### config.mk
export PLATFORM = sky130hd
export DESIGN_NAME = sdx_serial_port
export DESIGN_NICKNAME = d
export VERILOG_FILES = /design/src/rtl/sdx_pkg.sv /design/src/rtl/sdx_rst_sync.sv /design/src/rtl/sdx_sclk_sync.sv /design/src/rtl/sdx_shift_out.sv /design/src/rtl/sdx_power_ctrl.sv /design/src/rtl/sdx_serial_port.sv
export SDC_FILE = /design/constraint.sdc
export NUM_CORES = 1
export LEC_CHECK = 0
export BUFFER_PORTS_ARGS = -buffer_cell sky130_fd_sc_hd__buf_2
export CORE_ASPECT_RATIO = 1.1
export CORE_MARGIN = 2
export CORE_UTILIZATION = 30
export CTS_CLUSTER_SIZE = 30
export DETAILED_ROUTE_END_ITERATION = 7
export PLACE_DENSITY = 0.5
export SETUP_SLACK_MARGIN = 0.15
export SYNTH_ARGS = -nofsm -noshare
export SYNTH_HDL_FRONTEND = slang
export SYNTH_SLANG_ARGS = --single-unit
### constraint.sdc
create_clock -name clk -period 2.3 [get_ports clk]
set_input_delay 0.575 -clock clk [delete_from_list [all_inputs] [get_ports clk]]
set_output_delay 0.575 -clock clk [all_outputs]
set_load 0.03 [all_outputs]
### src/rtl/sdx_pkg.sv
package sdx_pkg;
  typedef enum logic [1:0] {
    PS_ACTIVE = 2'd0,
    PS_SLEEP  = 2'd1,
    PS_WAKE   = 2'd2
  } pwr_state_t;
endpackage

### src/rtl/sdx_rst_sync.sv
module sdx_rst_sync #(
  parameter int STAGES = 2
) (
  input  logic clk,
  input  logic rst_n,
  output logic rst_sync_n
);
  logic [STAGES-1:0] chain_q;

  always_ff @(posedge clk or negedge rst_n) begin
    if (!rst_n) chain_q <= '0;
    else        chain_q <= {chain_q[STAGES-2:0], 1'b1};
  end

  assign rst_sync_n = chain_q[STAGES-1];
endmodule

### src/rtl/sdx_sclk_sync.sv
module sdx_sclk_sync #(
  parameter int STAGES = 2
) (
  input  logic clk,
  input  logic rst_n,
  input  logic sclk_i,
  output logic level_o,
  output logic rise_o,
  output logic fall_o
);
  logic [STAGES:0] pipe_q;
  logic [STAGES:0] pipe_n;

  always_comb pipe_n = {pipe_q[STAGES-1:0], sclk_i};

  always_ff @(posedge clk or negedge rst_n) begin
    if (!rst_n) pipe_q <= '0;
    else        pipe_q <= pipe_n;
  end

  assign level_o = pipe_q[STAGES-1];
  assign rise_o  = pipe_q[STAGES-1] & ~pipe_q[STAGES];
  assign fall_o  = ~pipe_q[STAGES-1] & pipe_q[STAGES];
endmodule

### src/rtl/sdx_shift_out.sv
module sdx_shift_out #(
  parameter int DATA_W = 24
) (
  input  logic              clk,
  input  logic              rst_n,
  input  logic              load_i,
  input  logic              flush_i,
  input  logic              rise_i,
  input  logic              fall_i,
  input  logic [DATA_W-1:0] data_i,
  output logic              sdo_o,
  output logic              arm_evt_o
);
  localparam int CNT_W = $clog2(DATA_W + 3);
  localparam logic [CNT_W-1:0] CNT_LAST  = CNT_W'(DATA_W);
  localparam logic [CNT_W-1:0] CNT_EXTRA = CNT_W'(DATA_W + 1);
  localparam logic [CNT_W-1:0] CNT_DONE  = CNT_W'(DATA_W + 2);

  logic [DATA_W-1:0] data_q, data_n;
  logic [CNT_W-1:0]  cnt_q, cnt_n;
  logic              sdo_q, sdo_n;
  logic              upd_en;

  always_comb begin
    data_n    = data_q;
    cnt_n     = cnt_q;
    sdo_n     = sdo_q;
    arm_evt_o = 1'b0;
    if (load_i) begin
      data_n = data_i;
      cnt_n  = '0;
      sdo_n  = 1'b0;
    end else if (flush_i) begin
      cnt_n = CNT_DONE;
      sdo_n = 1'b1;
    end else if (rise_i) begin
      if (cnt_q < CNT_LAST) begin
        sdo_n  = data_q[DATA_W-1];
        data_n = {data_q[DATA_W-2:0], 1'b0};
        cnt_n  = cnt_q + 1'b1;
      end else if (cnt_q == CNT_LAST) begin
        sdo_n = 1'b1;
        cnt_n = CNT_EXTRA;
      end
    end else if (fall_i && cnt_q == CNT_EXTRA) begin
      cnt_n     = CNT_DONE;
      arm_evt_o = 1'b1;
    end
  end

  assign upd_en = load_i | flush_i | rise_i | fall_i;

  always_ff @(posedge clk or negedge rst_n) begin
    if (!rst_n) begin
      data_q <= '0;
      cnt_q  <= CNT_DONE;
      sdo_q  <= 1'b1;
    end else if (upd_en) begin
      data_q <= data_n;
      cnt_q  <= cnt_n;
      sdo_q  <= sdo_n;
    end
  end

  assign sdo_o = sdo_q;
endmodule

### src/rtl/sdx_power_ctrl.sv
module sdx_power_ctrl
  import sdx_pkg::*;
#(
  parameter int SLEEP_CYC = 163840,
  parameter int WAKE_CYC  = 165000,
  parameter int CAL_CYC   = 516096
) (
  input  logic clk,
  input  logic rst_n,
  input  logic sclk_hi_i,
  input  logic done_i,
  input  logic arm_evt_i,
  output logic load_o,
  output logic flush_o,
  output logic sleep_o,
  output logic cal_busy_o
);
  localparam int HI_W  = $clog2(SLEEP_CYC + 1);
  localparam int TMR_MAX = (CAL_CYC > WAKE_CYC) ? CAL_CYC : WAKE_CYC;
  localparam int TMR_W = $clog2(TMR_MAX + 1);
  localparam logic [HI_W-1:0]  HI_LAST   = HI_W'(SLEEP_CYC - 1);
  localparam logic [TMR_W-1:0] WAKE_LAST = TMR_W'(WAKE_CYC - 1);
  localparam logic [TMR_W-1:0] CAL_LAST  = TMR_W'(CAL_CYC - 1);

  pwr_state_t       st_q, st_n;
  logic [HI_W-1:0]  hi_q, hi_n;
  logic [TMR_W-1:0] tmr_q, tmr_n;
  logic             armed_q, armed_n;
  logic             seen_q, seen_n;

  always_comb begin
    st_n    = st_q;
    hi_n    = hi_q;
    tmr_n   = tmr_q;
    armed_n = armed_q;
    seen_n  = seen_q;
    load_o  = 1'b0;
    flush_o = 1'b0;
    unique case (st_q)
      PS_ACTIVE: begin
        if (seen_q && sclk_hi_i && hi_q == HI_LAST) begin
          st_n    = PS_SLEEP;
          flush_o = 1'b1;
          seen_n  = 1'b0;
          hi_n    = '0;
        end else begin
          hi_n = (seen_q && sclk_hi_i) ? hi_q + 1'b1 : '0;
          if (arm_evt_i) armed_n = 1'b1;
          if (done_i) begin
            load_o  = 1'b1;
            armed_n = 1'b0;
            seen_n  = 1'b1;
          end
        end
      end
      PS_SLEEP: begin
        if (!sclk_hi_i) begin
          st_n  = PS_WAKE;
          tmr_n = armed_q ? CAL_LAST : WAKE_LAST;
        end
      end
      PS_WAKE: begin
        if (tmr_q == '0) begin
          st_n    = PS_ACTIVE;
          load_o  = 1'b1;
          armed_n = 1'b0;
          seen_n  = 1'b1;
          hi_n    = '0;
        end else begin
          tmr_n = tmr_q - 1'b1;
        end
      end
      default: st_n = PS_ACTIVE;
    endcase
  end

  always_ff @(posedge clk or negedge rst_n) begin
    if (!rst_n) begin
      st_q    <= PS_ACTIVE;
      hi_q    <= '0;
      tmr_q   <= '0;
      armed_q <= 1'b0;
      seen_q  <= 1'b0;
    end else begin
      st_q    <= st_n;
      hi_q    <= hi_n;
      tmr_q   <= tmr_n;
      armed_q <= armed_n;
      seen_q  <= seen_n;
    end
  end

  assign sleep_o    = (st_q == PS_SLEEP);
  assign cal_busy_o = (st_q == PS_WAKE) && armed_q;
endmodule

### src/rtl/sdx_serial_port.sv
module sdx_serial_port #(
  parameter int DATA_W    = 24,
  parameter int SYNC_ST   = 2,
  parameter int SLEEP_CYC = 163840,
  parameter int WAKE_CYC  = 165000,
  parameter int CAL_CYC   = 516096
) (
  input  logic              clk,
  input  logic              rst_n,
  input  logic              sclk_i,
  input  logic              conv_done_i,
  input  logic [DATA_W-1:0] conv_data_i,
  output logic              sdo_o,
  output logic              sleep_o,
  output logic              cal_busy_o
);
  logic core_rst_n;
  logic sclk_lvl, sclk_rise, sclk_fall;
  logic load, flush, arm_evt;

  sdx_rst_sync #(.STAGES(2)) i_rst_sync (
    .clk        (clk),
    .rst_n      (rst_n),
    .rst_sync_n (core_rst_n)
  );

  sdx_sclk_sync #(.STAGES(SYNC_ST)) i_sclk_sync (
    .clk     (clk),
    .rst_n   (core_rst_n),
    .sclk_i  (sclk_i),
    .level_o (sclk_lvl),
    .rise_o  (sclk_rise),
    .fall_o  (sclk_fall)
  );

  sdx_shift_out #(.DATA_W(DATA_W)) i_shift_out (
    .clk       (clk),
    .rst_n     (core_rst_n),
    .load_i    (load),
    .flush_i   (flush),
    .rise_i    (sclk_rise),
    .fall_i    (sclk_fall),
    .data_i    (conv_data_i),
    .sdo_o     (sdo_o),
    .arm_evt_o (arm_evt)
  );

  sdx_power_ctrl #(
    .SLEEP_CYC (SLEEP_CYC),
    .WAKE_CYC  (WAKE_CYC),
    .CAL_CYC   (CAL_CYC)
  ) i_power_ctrl (
    .clk        (clk),
    .rst_n      (core_rst_n),
    .sclk_hi_i  (sclk_lvl),
    .done_i     (conv_done_i),
    .arm_evt_i  (arm_evt),
    .load_o     (load),
    .flush_o    (flush),
    .sleep_o    (sleep_o),
    .cal_busy_o (cal_busy_o)
  );
endmodule

After elaboration in Yosys (flattened, before gate mapping). Index checks and enable logic that the tools add are counted.

Register bits after elaboration: 76.

Bitwise operators: 7. Mux-type cells: 46. Equality and inequality tests: 14. Magnitude comparators: 1. Add/subtract/negate cells: 3. Reduce and logical (&&, ||, !) cells: 21.

Operators by type and width (number): $mux 24 (4); $mux 19 (3); $mux 18 (3); $pmux 19 s2 (1); $pmux 18 s2 (1); $mux 5 (6); $mux 1 (21); $logic_not 19->1 (1); $sub 19x1->19 const B (1); $add 18x1->18 const B (1); $eq 18x18->1 const B (1); $reduce_and 3->1 (5); $eq 5x5->1 const B (2); $reduce_and 4->1 (2); $reduce_bool 2->1 (4); $reduce_bool 4->1 (2); $mux 2 (3); $ne 2x1->1 const B (3); $ne 2x2->1 const B (3); $pmux 1 s2 (3); $pmux 2 s3 (1); $add 5x1->5 const B (1); $lt 5x5->1 const B (1); $ne 5x3->1 const B (1); other kinds (11) (18).

Logic depth before layout (Yosys ltp). Gate-level depths: netlist of the first run.

Word-level depth: 11. Gate-level depth with buffers: 9. Mapped depth without buffers: 7.

By module. A second synthesis of the first run with hierarchy kept.

Cells, all modules: 427. Area total of the unflattened synthesis: 4106.4 sq um.

By module, submodules not included: sdx_power_ctrl (cells an instance 272, times used 1, area an instance 2476.1 sq um, sequential area each 1026.0 sq um); sdx_shift_out (cells an instance 147, times used 1, area an instance 1486.4 sq um, sequential area each 755.7 sq um); sdx_sclk_sync (cells an instance 5, times used 1, area an instance 90.1 sq um, sequential area each 75.1 sq um); sdx_rst_sync (cells an instance 3, times used 1, area an instance 53.8 sq um, sequential area each 50.0 sq um).

Worst setup path before layout of the first run. OpenSTA, ideal clock, no wires.

Path kind: flip-flop to flip-flop. From: register i_power_ctrl.st_q[0]. To: register i_shift_out.data_q[10]. Stages on the path, launching flop included: 8. Path slack: -0.045 ns. Data required time: 2.172 ns. Path buffers: 2. Clock period less this slack: 2.345 ns. Arrival time: 2.217 ns. Cells stage by stage: dfrtp_1 -> buf_6 -> or2_2 -> or3_4 -> o211ai_4 -> buf_6 -> mux2_1 -> mux2_1.

Longest elaborated chain between the ends: 6. Elaborated cells between the ends (all ways): 12. Classes of those cells: eq/ne (2); mux (3); bitwise (3); reduce/logical (4).

RTL lines: start: declaration (RTL line sdx_power_ctrl.sv:25) `pwr_state_t st_q, st_n;`; start signal: assignment (RTL line sdx_power_ctrl.sv:85) `st_q <= st_n;`; $eq 2x2->1 / $logic_not 2->1 (equally long branches) (RTL line sdx_power_ctrl.sv:39) `unique case (st_q)`; $pmux 1 s2 / $mux 1 (equally long branches) (RTL line sdx_power_ctrl.sv:39); $or 1x1->1 (3 in a row) (RTL line sdx_shift_out.sv:51) `assign upd_en = load_i | flush_i | rise_i | fall_i;`; $reduce_and 4->1 (no line); end signal: assignment (RTL line sdx_shift_out.sv:59) `data_q <= data_n;`; end: declaration (RTL line sdx_shift_out.sv:19) `logic [DATA_W-1:0] data_q, data_n;`.

Parallel ways exist; a longest one is shown, timed or not. A chain may end at the register's enable or synchronous reset.

Worst setup path after layout of the first run.
From: register i_power_ctrl.hi_q[9]. To: register i_shift_out.data_q[4].

Longest elaborated chain between the ends: 8. Elaborated cells between the ends (all ways): 14. Classes of those cells: eq/ne (2); mux (5); bitwise (3); reduce/logical (4).

RTL lines: start: declaration (RTL line sdx_power_ctrl.sv:26) `logic [HI_W-1:0] hi_q, hi_n;`; start signal: assignment (RTL line sdx_power_ctrl.sv:86) `hi_q <= hi_n;`; $eq 18x18->1 (*) (RTL line sdx_power_ctrl.sv:41) `if (seen_q && sclk_hi_i && hi_q == HI_LAST) begin`; $logic_and 1x1->1 (*) (RTL line sdx_power_ctrl.sv:41); $mux 1 (RTL line sdx_power_ctrl.sv:41); $pmux 1 s2 / $mux 1 (equally long branches) (RTL line sdx_power_ctrl.sv:39); $or 1x1->1 (3 in a row) (RTL line sdx_shift_out.sv:51); $reduce_and 4->1 (no line).

Every way passes the cells marked *; elsewhere a longest branch is shown, timed or not.

==> out/results.tsv, run 1 <==
metric	value	unit
startpoint_type	register	
placed_area	5040	µm²
multi_input_area	2280	µm²
grt_max_degree	53	
cts_setup_buffers	0	
layout-drive-gt1-share	0.290	
seq_area	1910	µm²
grt_pass1_wl	16500	µm
drt-initial-drc-count	149	
avgSynthCellArea	10.2	µm²
synthXorXnorAreaFrac	0.00622	
synth_top_family_by_area	simple AND/OR/NAND/NOR gates	
area_growth	28.3	%
power_density	807	nW/µm²
antenna_cells	0	
hp-class	reg2async	
skew	0.00577	ns
dp_hpwl	7270	µm
syn_nets	449	
hold_violations	0	
worst_skew_pair.late_latency	0.34	ns
syn-cell-area	4230	µm²
numPortBuffers	30	
cts.sinks	76	
synth-async-reset-ratio	1.00	
cts_buffer_depth	2	
routedWlPerCell	14.6	µm
design.core.area	13800	µm²
max-cap-violations	0	
clockRootBuffer	clkbuf_16	
cp.arrival	2.49	ns
cts_tree	done	
synth_ff_type	dfrtp_1	
power_leakage	2.31	nW
tightest_slew	0.691	ns
syn_inst	415	
post-route-period-util	0.983	
cts.clk_slew.worst_paths	0.06	ns
numCtsBuffers	9	
wirelength	10100	µm
peakVddDrop	0.320	mV
die_w	117	µm
ys_warn_count	0	
grt_pass1_vias	3400	
fin_setup_tns	0	ns
synth_fa_ha_area_frac	0.0178	
rows	45	
grt_overflow	0	
nets	532	
grt_usage	0.141	
clock.fmax	442	MHz
maxSlewHeadroom	0.538	
ys_seq_area_frac	0.451	
synthSimpleGateAreaFrac	0.182	
die_area	15100	µm²
synthTopCellsByCount	dfrtp_1 (72), mux2_1 (41), nand2_1 (26), a21oi_1 (25), o21ai_0 (25)	
worstSetupPathType	reg2reg	
final_area	5420	µm²
firstDrtPassIters	4	
vias	3489	
status	completed	
setup_viol_count_final	0	
critPathMaxFanout	24	
die_y	128	µm
drc	0	
yosysMostFrequentCell	dfrtp_1	
synth_compound_area_frac	0.175	
place_congestion	0.851	
initial_core_util	0.306	
htree_levels	3	
yosysTopAreaCell	dfrtp_1	
slew_viol_final	0	
period_needed	2.26	ns
drt-vias-per-instance	5.05	
antenna_found_initial	0	
fillCellCount	1363	
ys_seq_elements	76	
ios	31	
antenna_left	0	
worstPathRequired	2.52	ns
synthTopCellsByArea	dfrtp_1 (43%), mux2_1 (11%), a21oi_1 (3.0%), a31oi_1 (3.0%), o21ai_0 (3.0%)	
synth_edf_count	0	
cp-end-kind	register	
synth_top_area_share	0.426	
synth.area.mux_share	0.130	
yosysUniqueCellTypes	60	
rsz0062_at_grt	yes	
per-stage QoR:
| step | worst slack [ns] | hold WS [ns] | util | power [mW] | cells |
|---|---|---|---|---|---|
| 3_5_place_dp | -0.141 | 0.247 | 0.365 | 2.90 | 674 |
| 5_1_grt | -0.0607 | 0.266 | 0.393 | 4.65 | 691 |
| 4_1_cts | 0.0235 | 0.253 | 0.389 | 4.39 | 691 |
| 3_3_place_gp | -0.0626 | 0.246 | 0.365 | 2.86 | 674 |
| 6_report | 0.0395 | 0.229 | 0.393 | 4.38 | 691 |
| 2_1_floorplan | 0.0654 | 0.279 | - | 2.50 | 415 |
critical path, cell delays in order, from the launching register on:
cell      delay (ns)
dfrtp_1         0.39
nand4_4         0.13
or4_4           0.57
o211ai_4        0.20
buf_12          0.21
mux2_2          0.35
mux2_1          0.29
power breakdown:
group | total (mW) | leakage [nW] | switching, mW | internal [mW]
registers | 1.84 | 0.932 | 0.239 | 1.60
clock network | 1.46 | 0.147 | 0.604 | 0.855
logic | 1.08 | 1.23 | 0.503 | 0.578
placed cells by master (no fill, tap or decap), drive strengths merged, types with 8 or more instances in the layout:
cell type / count
nand2: 26
o21ai: 26
buf: 90
nand2b: 8
mux2: 48
nor3: 10
a31oi: 20
a21oi: 25
nor2: 19
o21a: 13
clkbuf: 9
dfrtp: 72
nand3: 17
nor4: 8
inv: 14
logic make-up after synthesis:
logic type,count (synthesis)
xor+xnor,3
simple gates,134
mux,49
flops,76
other cells,1
fa+ha+maj,6
compound gates,116
buf+inv,30
flip-flops by register name, summed over array words and instances, names as in the netlist, 2 cells and up:
signal	cells
i_shift_out.data_q	24
i_power_ctrl.tmr_q	19
i_power_ctrl.hi_q	18
i_shift_out.cnt_q	5
i_sclk_sync.pipe_q	3
i_power_ctrl.st_q	2
i_rst_sync.chain_q	2
final timing paths:
check	startpoint	endpoint	slack, ns	depth (start not counted)
worst max-delay path	i_power_ctrl.hi_q[9]	i_shift_out.data_q[4]	0.04	6
worst min-delay path	i_rst_sync.chain_q[1]	i_shift_out.data_q[1]	0.23	0
worst max register to register	i_power_ctrl.hi_q[9]	i_shift_out.data_q[4]	0.04	6
worst min register to register	i_rst_sync.chain_q[1]	i_shift_out.data_q[1]	0.23	0
max in group asynchronous	i_rst_sync.chain_q[1]	i_shift_out.sdo_o	1.44	1
min in group clk	sclk_i	i_sclk_sync.pipe_q[0]	0.34	1
area by class of cell:
type                            count  area share
Tap cell                          188      0.0434
Clock inverter                      7      0.0150
Sequential cell                    76       0.352
Inverter                           11     0.00761
Timing Repair Buffer               91       0.120
Multi-Input combinational cell    309       0.421
Clock buffer                        9      0.0415
what timing repair did:
action | 4_1_cts | 5_1_grt
endpoints found under the setup margin | 35 | 33
hold buffers | 1 | 0
hold endpoints to repair | 2 | 0
resized for setup | 4 | 12
layer usage:
layer / part of all wire / track usage / vias up / wire length [µm]
met4: 0.020 / 0.0561 / 0 / 204
met1: 0.47 / 0.177 / 1689 / 4740
met2: 0.48 / 0.236 / 59 / 4850
li1: - / - / 1725 / -
met5: 0 / 0 / - / 0
met3: 0.031 / 0.0278 / 16 / 315
Note: power is estimated with default switching activity, not from simulation.
==> inputs of run 2 (changes only) <==
- CORE_UTILIZATION: 30 -> 50
- CTS_BUF_LIST: default -> sky130_fd_sc_hd__clkbuf_4 sky130_fd_sc_hd__clkbuf_8
- PLACE_DENSITY: 0.5 -> 0.74
==> run 2 against run 1 <==
Net effect: first-iteration DRC count is 21% lower; cell count is 13% lower; via count is 0.14% higher; clock skew is 0.010 ns higher; sequential power hardly changed; clock power is 27% lower; die area is 39% lower; global-route usage is 7.6 points higher; critical path type unchanged; largest cell class unchanged; largest power group unchanged; highest routed layer is now met5.
==> out/results.tsv, run 2 (synthesis gave the netlist of run 1 again) <==
metric	value	unit	change
antenna_found_initial	1		+1
rows	35		-22%
crit_path_cell_trace	ha_4 -> nand3_4 -> or3_4 -> o211ai_4 -> buf_12 -> mux2_2 -> mux2_1		
wirelength	9400	µm	-7.0%
holdWs	0.287	ns	+0.0579 ns
area_growth	23.1	%	
final_area	5200	µm²	-4.1%
period_needed	2.27	ns	+0.00953 ns
top_register	i_shift_out.data_q		
seq_area	1910	µm²	-0.13%
tightest_slew	0.685	ns	-0.00578 ns
critPathSlowestCell	or3_4		
grt_overflow	0		unchanged
die_y	100	µm	-22%
numCtsBuffers	9		unchanged
max-cap-violations	0		unchanged
cp_top_family	multiplexers		
worstSetupPathType	reg2reg		
cts_buffer_depth	2		unchanged
placed_area	4820	µm²	-4.3%
r2r-start	i_power_ctrl.hi_q[1]		
drt-initial-drc-count	117		-21%
multi_input_area	2320	µm²	+1.5%
power_density	768	nW/µm²	-4.8%
cp_slowest_stage_delay	0.41	ns	-0.16 ns
vias	3494		+0.14%
crit_path_start	i_power_ctrl.hi_q[1]		
status	completed		
numPortBuffers	30		unchanged
maxSlewHeadroom	0.542		+0.00386
grt_pass1_wl	16000	µm	-3.0%
drc	0		unchanged
grt_usage	0.216		+0.0759
drt-vias-per-instance	5.78		+15%
most-common-layout-cells	dfrtp_1 (71), buf_4 (44), mux2_1 (29), buf_2 (29), nand2_1 (26)		
reg_top3	i_shift_out.data_q: 24 flops, i_power_ctrl.tmr_q: 19 flops, i_power_ctrl.hi_q: 18 flops		
ios	31		unchanged
critPathMaxFanout	24		unchanged
antenna_cells	0		unchanged
cts.clk_slew.worst_paths	0.09	ns	+0.03 ns
cts.sinks	76		unchanged
grt_max_degree	48		-9.4%
skew	0.0161	ns	+0.0103 ns
clock.fmax	441	MHz	-0.42%
post-route-period-util	0.987		+0.00414
startpoint_type	register		
final_common_cell	dfrtp_1		
place_congestion	0.892		+4.8%
finalCoreUtilization	0.628		+0.235
layout-drive-gt1-share	0.290		about the same
nets	522		-1.9%
power_leakage	2.25	nW	-2.5%
hold_violations	0		unchanged
antenna_left	0		unchanged
die_w	91.7	µm	-22%
cp_num_buf_inv	1		unchanged
firstDrtPassIters	4		unchanged
grt_pass1_vias	3365		-1.0%
slew_viol_final	0		unchanged
fillCellCount	659		-52%
hp-class	reg2async		
htree_levels	3		unchanged
cp.arrival	2.52	ns	+0.03 ns
largest_reg_flops	24		unchanged
die_area	9200	µm²	-39%
routedWlPerCell	15.6	µm	+6.3%
peakVddDrop	0.460	mV	+44%
worstPathRequired	2.55	ns	+0.03 ns
cts_tree	done		
dp_hpwl	6650	µm	-8.6%
fin_setup_tns	0	ns	unchanged
setup_viol_count_final	0		unchanged
initial_core_util	0.511		+0.204
rsz0062_at_grt	yes		
cp-end-kind	register		
worst_skew_pair.late_latency	0.36	ns	+0.02 ns
clockRootBuffer	clkbuf_8		
design.core.area	8280	µm²	-40%
==> run 2: path summary, 6_finish.rpt <==
path                                               to  slack (ns)  depth (start not counted)
worst max-delay path            i_shift_out.data_q[4]        0.03                          7
worst min-delay path            i_shift_out.data_q[2]        0.29                          0
worst max register to register  i_shift_out.data_q[4]        0.03                          7
worst min register to register  i_shift_out.data_q[2]        0.29                          0
max in group asynchronous        i_shift_out.cnt_q[1]        1.29                          1
min in group clk                i_sclk_sync.pipe_q[0]        0.33                          1
==> run 2: through the flow <==
step                      total power [mW]  worst slack [ns]  cells
after floorplan                       2.50            0.0654    415
after global placement                2.80           0.00825    581
after detailed placement              2.87           -0.0770    581
after CTS                             3.96            0.0301    598
after global routing                  4.24           -0.0356    604
final                                 4.00            0.0300    604
==> run 2: what timing repair did <==
action / CTS / global route
endpoints found under the setup margin: 36 / 55
gates resized for setup: 10 / 20
pin swaps: 0 / 0
hold endpoints to repair: 2 / 0
buffers inserted: 0 / 6
hold buffers: 1 / 0
==> run 2: power by group <==
part	leakage [nW]	switching [mW]	internal, mW	total [mW]
Sequential	0.932	0.239	1.60	1.84
Clock	0.101	0.547	0.516	1.06
Combinational	1.22	0.504	0.594	1.10
==> run 2: routing by layer <==
metal | global-route usage | routed length (µm) | vias up
li1 | - | - | 1695
met1 | 0.280 | 4260 | 1720
met5 | 0 | 13 | -
met2 | 0.361 | 4680 | 61
met4 | 0.0816 | 120 | 2
met3 | 0.0435 | 326 | 16
==> run 2: layout make-up <==
cell class	count	area share
inverter	11	0.00794
clock buffer	9	0.0238
clock inverter	7	0.0156
multi-input combinational	309	0.445
timing repair buffer	81	0.114
sequential	76	0.367
tap	111	0.0267
